==> src/rtl/rng_pkg.sv <==
package rng_pkg;
   localparam int NLANE      = 5;
   localparam int IDX_W      = 3;
   localparam int ROT_LANE   = 1;
   localparam int NOISE_LANE = 0;
   // lane lengths, feedback masks (bit k = tap on stage k) and form (1 = internal XOR)
   localparam int          LANE_LEN [NLANE] = '{31, 29, 23, 19, 17};
   localparam logic [31:0] LANE_TAP [NLANE] = '{32'h4800_0000, 32'h1400_0000,
                                                32'h0042_0000, 32'h0007_2000,
                                                32'h0001_2000};
   localparam bit          LANE_GAL [NLANE] = '{1'b0, 1'b1, 1'b0, 1'b1, 1'b0};
endpackage

==> src/rtl/rng_lfsr.sv <==
module rng_lfsr #(
   parameter int         W      = 17,
   parameter logic [W-1:0] TAPS = '1,
   parameter bit         GALOIS = 1'b0
) (
   input  logic         clk,
   input  logic         rst_n,
   input  logic         load,
   input  logic [W-1:0] ld_val,
   input  logic         noise,
   output logic [W-1:0] q
);
   logic [W-1:0] nxt;

   generate
      if (W < 3) begin : g_bad_w
         $error("rng_lfsr: W must be at least 3");
      end
      if (GALOIS) begin : g_internal
         always_comb begin
            nxt = (q >> 1) ^ (q[0] ? TAPS : '0);
            nxt[W-1] = nxt[W-1] ^ noise;
         end
      end else begin : g_external
         always_comb nxt = {q[W-2:0], (^(q & TAPS)) ^ noise};
      end
   endgenerate

   always_ff @(posedge clk) begin
      if (!rst_n)           q <= W'(1);
      else if (load)        q <= (ld_val == '0) ? W'(1) : ld_val;
      else if (nxt == '0)   q <= W'(1);
      else                  q <= nxt;
   end
endmodule

==> src/rtl/rng_scramble.sv <==
module rng_scramble #(
   parameter int NLANE    = 5,
   parameter int WORD_W   = 32,
   parameter int ROT_LANE = 1
) (
   input  logic [NLANE-1:0][WORD_W-1:0] lanes,
   output logic [WORD_W-1:0]            word
);
   localparam int RW = $clog2(WORD_W);
   logic [WORD_W-1:0]   mix;
   logic [2*WORD_W-1:0] dbl;
   logic [RW-1:0]       amt;

   generate
      if (ROT_LANE >= NLANE) begin : g_bad_rot
         $error("rng_scramble: ROT_LANE out of range");
      end
   endgenerate

   always_comb begin
      mix = '0;
      for (int i = 0; i < NLANE; i++) mix = mix ^ lanes[i];
      amt  = lanes[ROT_LANE][RW-1:0];
      dbl  = {mix, mix} << amt;
      word = dbl[2*WORD_W-1:WORD_W];
   end
endmodule

==> src/rtl/rng_pace.sv <==
module rng_pace #(
   parameter int GAP    = 32,
   parameter int WORD_W = 32
) (
   input  logic              clk,
   input  logic              rst_n,
   input  logic              req_valid,
   input  logic              restart,
   input  logic [WORD_W-1:0] word_in,
   output logic              req_ready,
   output logic              out_valid,
   output logic [WORD_W-1:0] out_word
);
   localparam int CW = $clog2(GAP + 1);
   logic [CW-1:0] cnt;
   logic          accept;

   generate
      if (GAP < 1) begin : g_bad_gap
         $error("rng_pace: GAP must be positive");
      end
   endgenerate

   assign req_ready = (cnt == CW'(GAP));
   assign accept    = req_valid && req_ready;

   always_ff @(posedge clk) begin
      if (!rst_n) begin
         cnt       <= '0;
         out_valid <= 1'b0;
         out_word  <= '0;
      end else begin
         out_valid <= accept;
         if (accept) out_word <= word_in;
         if (accept || restart)     cnt <= '0;
         else if (cnt != CW'(GAP))  cnt <= cnt + 1'b1;
      end
   end
endmodule

==> src/rtl/rng_top.sv <==
module rng_top
   import rng_pkg::*;
#(
   parameter int WORD_W = 32,
   parameter int GAP    = 32
) (
   input  logic              clk,
   input  logic              rst_n,
   input  logic              noise_in,
   input  logic              seed_we,
   input  logic [IDX_W-1:0]  seed_idx,
   input  logic [WORD_W-1:0] seed_data,
   input  logic              req_valid,
   output logic              req_ready,
   output logic              out_valid,
   output logic [WORD_W-1:0] out_word
);
   logic [NLANE-1:0][WORD_W-1:0] lane_q;
   logic [WORD_W-1:0]            scr_word;
   logic                         seed_hit;

   generate
      if (GAP < WORD_W) begin : g_bad_gap
         $error("rng_top: GAP must cover a full word of steps");
      end
      if ((1 << IDX_W) < NLANE) begin : g_bad_idx
         $error("rng_top: IDX_W too narrow for NLANE");
      end
   endgenerate

   assign seed_hit = seed_we && (seed_idx < IDX_W'(NLANE));

   for (genvar g = 0; g < NLANE; g++) begin : g_lane
      localparam int W = LANE_LEN[g];
      logic [W-1:0] q;
      logic         ld;
      logic         nz;

      if (W >= WORD_W) begin : g_bad_len
         $error("rng_top: lane longer than output word");
      end
      if (g == NOISE_LANE) begin : g_noisy
         assign nz = noise_in;
      end else begin : g_quiet
         assign nz = 1'b0;
      end

      assign ld = seed_we && (seed_idx == IDX_W'(g));

      rng_lfsr #(
         .W      (W),
         .TAPS   (LANE_TAP[g][W-1:0]),
         .GALOIS (LANE_GAL[g])
      ) u_lfsr (
         .clk    (clk),
         .rst_n  (rst_n),
         .load   (ld),
         .ld_val (seed_data[W-1:0]),
         .noise  (nz),
         .q      (q)
      );

      assign lane_q[g] = {{(WORD_W-W){1'b0}}, q};
   end

   rng_scramble #(
      .NLANE    (NLANE),
      .WORD_W   (WORD_W),
      .ROT_LANE (ROT_LANE)
   ) u_scr (
      .lanes (lane_q),
      .word  (scr_word)
   );

   rng_pace #(
      .GAP    (GAP),
      .WORD_W (WORD_W)
   ) u_pace (
      .clk       (clk),
      .rst_n     (rst_n),
      .req_valid (req_valid),
      .restart   (seed_hit),
      .word_in   (scr_word),
      .req_ready (req_ready),
      .out_valid (out_valid),
      .out_word  (out_word)
   );
endmodule

==> config.mk <==
export PLATFORM = sky130hd
export DESIGN_NAME = rng_top
export DESIGN_NICKNAME = d
export VERILOG_FILES = /design/src/rtl/rng_pkg.sv /design/src/rtl/rng_lfsr.sv /design/src/rtl/rng_scramble.sv /design/src/rtl/rng_pace.sv /design/src/rtl/rng_top.sv
export SDC_FILE = /design/constraint.sdc
export NUM_CORES = 1
export LEC_CHECK = 0
export BUFFER_PORTS_ARGS = -buffer_cell sky130_fd_sc_hd__buf_2
export CAP_MARGIN = 20
export CORE_MARGIN = 2
export CORE_UTILIZATION = 25
export CTS_BUF_LIST = sky130_fd_sc_hd__clkbuf_4
export DETAILED_ROUTE_END_ITERATION = 16
export MAX_ROUTING_LAYER = met4
export PLACE_DENSITY = 0.37
export SLEW_MARGIN = 10
export SYNTH_ARGS = -nofsm -noshare
export SYNTH_HDL_FRONTEND = slang
export SYNTH_HIERARCHICAL = 1
export SYNTH_SLANG_ARGS = --single-unit
==> constraint.sdc <==
create_clock -name clk -period 3.45 [get_ports clk]
set_input_delay 0.69 -clock clk [delete_from_list [all_inputs] [get_ports clk]]
set_output_delay 0.69 -clock clk [all_outputs]
set_load 0.01 [all_outputs]
---- After elaboration in Yosys (flattened, before gate mapping) ----
Cells that the tools add are included.
W data, S select, Z words.
word-level totals
  register bits after elaboration ......... 158
  input port bits ......................... 40
  output and inout bits ................... 34
  word-level logic and storage cells ...... 65
operators by class
  add/subtract/negate cells ............... 1
  magnitude comparators ................... 1
  equality and inequality tests ........... 6
  shift-type cells ........................ 1
  muxes and demuxes ....................... 17
  bitwise logic cells ..................... 8
  reductions and logical operators ........ 23
operator list
  cell                   number
  $mux W29               4
  $mux W31               3
  $mux W19               4
  $mux W23               3
  $shl A64 B5 Y64        1
  $logic_not A31 Y1      2
  $logic_not A29 Y1      2
  $mux W17               3
  $logic_not A23 Y1      2
  $logic_not A19 Y1      2
  $logic_not A17 Y1      2
  $xor A32 B17 Y32       1
  $xor A32 B19 Y32       1
  $xor A32 B23 Y32       1
  $reduce_xor A31 Y1     1
  $xor A31 B29 Y31       1
  $xor A28 B29 Y29       1
  $reduce_xor A23 Y1     1
  $xor A18 B19 Y19       1
  $reduce_xor A17 Y1     1
  $logic_and A1 B1 Y1    7
  $add A6 B1 Y6 const B  1
  $eq A3 B2 Y1 const B   2
  $eq A6 B6 Y1 const B   1
  other kinds (9)        9

---- Longest topological paths before layout ----
  depth in word-level cells ............... 5
  depth in mapped cells ................... 11

---- By module ----
The synthesis kept the hierarchy.
modules (own cells, without submodules)
  module                       times used  cells an instance  area an instance (um^2)  sequential area each (um^2)
  rng_scramble                 1           426                3967.6                   0.0
  rng_pace                     1           176                1632.8                   780.7
  rng_lfsr (g_lane[0].u_lfsr)  1           126                1346.3                   620.6
  rng_lfsr (g_lane[1].u_lfsr)  1           122                1249.9                   580.6
  rng_lfsr (g_lane[2].u_lfsr)  1           93                 994.7                    460.4
  rng_lfsr (g_lane[3].u_lfsr)  1           86                 850.8                    380.4
  rng_lfsr (g_lane[4].u_lfsr)  1           67                 726.9                    340.3
  rng_top                      1           11                 68.8                     0.0

---- Worst setup path before layout ----
No wires, ideal clock.
  path type ............................... register -> register
  start ................................... register g_lane[1].u_lfsr.q[2]
  end ..................................... register u_pace.out_word[21]
  arrival ................................. 2.338 ns
  setup slack ............................. 1.040 ns
  cell stages (with the launch flop) ...... 9
  clock period less this slack ............ 2.410 ns
  cells stage by stage .................... dfxtp_1 > xor3_1 > nand3_1 > nand4_1 > or3_1 > mux4_2 > a221oi_2 > nand2_1 > mux2i_1
between the ends
  word-level cells in the longest chain between the ends .. 5
ends and longest elaborated chain
  element                 line                RTL
  start, declared         rng_lfsr.sv:11      output logic [W-1:0] q
  start signal, assigned  rng_lfsr.sv:31      else if (load) q <= (ld_val == '0) ? W'(1) : ld_val;
  start signal, assigned  rng_lfsr.sv:33      else q <= nxt;
  $xor A31 B29 Y31        rng_scramble.sv:22  for (int i = 0; i < NLANE; i++) mix = mix ^ lanes[i];
  $xor A32 B23 Y32        rng_scramble.sv:22
  $xor A32 B19 Y32        rng_scramble.sv:22
  $xor A32 B17 Y32        rng_scramble.sv:22
  $shl A64 B5 Y64 (*)     rng_scramble.sv:24  dbl = {mix, mix} << amt;
  net scr_word[21]        rng_top.sv:19       logic [WORD_W-1:0] scr_word;
  end signal, assigned    rng_pace.sv:34      if (accept) out_word <= word_in;
  end, declared           rng_pace.sv:12      output logic [WORD_W-1:0] out_word
The timed path passes the listed nets; every way through them passes the cells marked *.
A chain may end at the register's enable or synchronous reset.

---- Final worst setup path ----
  start ................................... register g_lane[1].u_lfsr.q[12]
  end ..................................... register u_pace.out_word[16]
between the ends
  word-level cells in the longest chain between the ends .. 5
ends and longest elaborated chain
  element           line
  $xor A31 B29 Y31  rng_scramble.sv:22
  $xor A32 B23 Y32  rng_scramble.sv:22
  $xor A32 B19 Y32  rng_scramble.sv:22
  $xor A32 B17 Y32  rng_scramble.sv:22
  $shl A64 B5 Y64   rng_scramble.sv:24
  net scr_word[16]  rng_top.sv:19
The timed path passes the listed nets, and every way through them passes these cells.

==> summary.txt <==
Clock tree
  – Reg clk slew, reported paths: 0.16 ns
  – Clk sinks: 158
  – Post-CTS setup buffers: 0
  – Post-cts sizing count: 0
  – Clock root cell: clkbuf_4
  – Number of buffers created by CTS: 17
  – CTS Buffer Depth: 2
  – Skew-Pair Late Insertion Delay: 0.66 ns
  – H-tree levels: 4
  – Hold-fix buffers, CTS: 0
  – CTS tree: done

STA
  – Fmax: between 0.3 and 0.4 GHz
  – Least-Margin Pin Slew: 0.792 ns
  – Slew headroom: 0.470
  – Setup Viol. Count Final: 0
  – Final worst-path cycle share: 0.851
  – Final Max Tran Viols: 0
  – Final Critical Period: a little under 3 ns
  – Setup TNS Final: 0 ns
  – Worst Slack Setup Final: 0.514 ns
  – RSZ-0062 raised after global routing: no
  – Final Skew: 0.0333 ns
  – Final hold vios: 0

Pwr
  – Clock power frac: 0.242
  – Internal power: approximately 2.8 mW
  – Switch Pwr: 1.69 mW
  – Leak Pwr: 4.46 nW
  – Sequential share of power: 0.436
  – Switching Share: 0.378
  – Power Dens Cells: approximately 360 nW/um2
  – Combinational cell fraction of total power: 0.322
  – Peak VDD IR: 0.000195 V

Layout
  – NumNets Final: approximately 1300
  – Finished Layout Cells: 1817
  – Share of cells above drive strength 1: 0.155
  – Final Cell Area: 12300 um2
  – Fin util: 0.287
  – Syn-to-layout area delta: 13.5%
  – FILL cells: about 4600

Synth
  – Multiplexer area fraction after synthesis: 0.226
  – Warnings from Yosys: 6
  – Main combinational cell family by area after synthesis: multiplexers
  – Syn Inst Count: 1107
  – XOR/XNOR Fraction of Synth Area: 0.151
  – Number of synthesized flops with an enable pin: 0
  – Fraction of registers with async set/reset: 0
  – Complex-gate fraction of the synthesized area: 0.0730
  – Yosys cell types: 68
  – Sequential-to-total area share from yosys stat: 0.292
  – Post-synthesis simple-gate area fraction: 0.218
  – Synth Flop Type: dfxtp_1
  – Adder-cell share of the synthesized area: 0.00231
  – Synthesized cell area: ~11000 um2
  – Average cell area after synthesis: 9.79 um2
  – Yosys reg bits: 158

Floorplan
  – Core area: 42900 um2
  – Initial Utilization: 0.253
  – Die extent in y: between 200 and 250 um
  – Die area: 45000 um2
  – Core Rows: between 70 and 80
  – I/O pins: 74
  – Die width: 212 um

Global routing
  – All-Layer GR Usage: 0.178
  – First-pass GRT wire length: 57.5 mm
  – Largest net degree at the start of global routing: 76
  – Initial antenna violation count: 2
  – Global route overflow: 0
  – Number of global-route vias before repair: 8621

Critical path
  – CP max FO: 4
  – CP arrival: between 3 and 4 ns
  – Crit. End Element: flop
  – Worst r2r src: g_lane[1].u_lfsr/q[12]$_SDFF_PN0_
  – Setup Crit Path Kind: flop to flop
  – Worst EP required: 4.02 ns
  – Origin of the worst setup path: g_lane[1].u_lfsr/q[12]$_SDFF_PN0_
  – CP Launch Type: flop

Route
  – DRT antenna net count: 0
  – Aggregate routed wire length: 37.6 mm
  – Drt pass-1 iters: 5
  – 1st-iter DRT viols: 548
  – DRC Markers: 0
  – WL/cell: 20.7 um
  – Post-DR vias/cell: 4.79
  – Vias: just under 9000

Placement
  – Post-DP Area: 12000 um2
  – Port Buffers: 72
  – DP HPWL: 28.0 mm
  – DP Cell Count: 1784
  – GP Congestion: between 0.8 and 0.9
  – Worst slack at placement: between 0.5 and 0.6 ns

Run
  – Max_cap viols: 0

Status
  – Status: complete, no violations

Worst hold path
  – Worst hold path class: primary input to flop
  – Worst Hold Launch: seed_data[29]
[final cells by class]
class,count,area [um2],area share
multi-input cells,926,7500,0.610
clock buffers,18,135,0.0110
clock inverters,13,110,0.00895
flip-flops and latches,158,3160,0.257
inverters,12,45.0,0.00366
diodes,2,5.00,0.000407
well taps,585,732,0.0595
repair buffers,103,608,0.0494
[routing by layer]
| layer | routed length (um) | GRT usage | share of wire |
|---|---|---|---|
| met3 | 1330 | 0.0263 | 0.035 |
| met1 | 18700 | 0.245 | 0.50 |
| met4 | 465 | 0.0429 | 0.012 |
| met5 | 0 | - | 0 |
| met2 | 17200 | 0.273 | 0.46 |
[stage by stage]
step	hold WS, ns	power, mW
2_1_floorplan	0.459	2.92
3_3_place_gp	0.441	3.42
3_5_place_dp	0.447	3.41
4_1_cts	0.215	4.56
5_1_grt	0.250	4.75
6_report	0.325	4.48
[worst max-delay path, stage by stage, from the launching register on]
cell      delay (ns)
dfxtp_1         0.42
xnor3_1         0.43
xnor2_1         0.26
mux4_2          0.61
a222oi_1        0.45
o211ai_1        0.22
o21ai_1         0.23
nand2_1         0.09
mux2i_1         0.13
[synthesized netlist by cell type (all sizes together), types with 3 or more instances]
cell | instances | area share
nor3 | 21 | 0.010
or4 | 9 | 0.0062
xor3 | 3 | 0.0066
nand2b | 9 | 0.0059
xnor3 | 36 | 0.075
mux4 | 22 | 0.046
o22ai | 12 | 0.0069
xnor2 | 75 | 0.061
buf | 32 | 0.022
a211oi | 11 | 0.0081
xor2 | 10 | 0.0081
o32ai | 9 | 0.0073
o211ai | 5 | 0.0035
and3 | 4 | 0.0023
nand4 | 24 | 0.014
a22o | 3 | 0.0024
dfxtp | 158 | 0.29
clkbuf | 33 | 0.011
o31ai | 3 | 0.0021
nand2 | 94 | 0.033
a222oi | 7 | 0.0065
inv | 11 | 0.0038
a31oi | 4 | 0.0023
a22oi | 8 | 0.0055
o2111ai | 3 | 0.0024
nand3 | 29 | 0.013
o211a | 3 | 0.0028
nor4 | 54 | 0.035
o21ai | 16 | 0.0074
nor2b | 113 | 0.065
mux2i | 181 | 0.17
or3 | 16 | 0.0092
mux2 | 13 | 0.014
a21oi | 5 | 0.0023
and2 | 8 | 0.0046
a221oi | 4 | 0.0038
nor2 | 35 | 0.012
[power by group through the flow]
stage | clock [mW] | sequential (mW) | combinational, mW
after floorplan | 0 | 1.96 | 0.958
after global placement | 0 | 1.99 | 1.42
after detailed placement | 0 | 1.99 | 1.42
after CTS | 1.17 | 1.95 | 1.43
after global routing | 1.23 | 1.96 | 1.56
final | 1.09 | 1.95 | 1.44
[cell families (layout without fill, tap and decap cells)]
kind of cell | count (synthesis) | after routing
muxes | 216 | 216
AOI/OAI and AO/OA | 104 | 104
and+or+nand+nor | 425 | 425
other | 1 | 57
xor gates and xnor gates | 124 | 124
buffers and inverters | 77 | 146
DFF | 158 | 158
adders and majority gates | 2 | 2
[placed cells by master (no fill, tap or decap), drive strengths merged, types with 4 or more instances in the layout]
| cell type | instances |
|---|---|
| buf | 103 |
| clkinvlp | 4 |
| inv | 16 |
| and2 | 8 |
| xnor3 | 36 |
| a31oi | 4 |
| nor2 | 35 |
| nand2 | 94 |
| a211oi | 11 |
| or3 | 16 |
| mux2 | 13 |
| nand4 | 24 |
| o32ai | 9 |
| nand2b | 9 |
| mux4 | 22 |
| or4 | 9 |
| a222oi | 7 |
| mux2i | 181 |
| nor2b | 113 |
| clkinv | 5 |
| o22ai | 12 |
| clkbuf | 18 |
| nor4 | 54 |
| xor2 | 10 |
| conb | 55 |
| o211ai | 5 |
| dfxtp | 158 |
| a221oi | 4 |
| a22oi | 8 |
| xnor2 | 75 |
| nand3 | 29 |
| o21ai | 16 |
| and3 | 4 |
| nor3 | 21 |
| a21oi | 5 |
[sequential cells by signal (all words and copies together), names as in the netlist]
name              flops
u_pace/out_valid      1
u_pace/out_word      32
u_pace/cnt            6
g_lane.u_lfsr/q     119
[worst paths after layout]
| path | endpoint | slack [ns] | cells past startpoint |
|---|---|---|---|
| worst min-delay path | g_lane[0].u_lfsr/q[29]$_SDFF_PN0_ | 0.33 | 3 |
| worst max register to register | u_pace/out_word[16]$_SDFFE_PN0P_ | 0.51 | 8 |
| worst min register to register | u_pace/out_word[21]$_SDFFE_PN0P_ | 0.46 | 2 |
| worst max-delay path | u_pace/out_word[16]$_SDFFE_PN0P_ | 0.51 | 8 |
No activity file was read; power rests on OpenSTA's default activity.
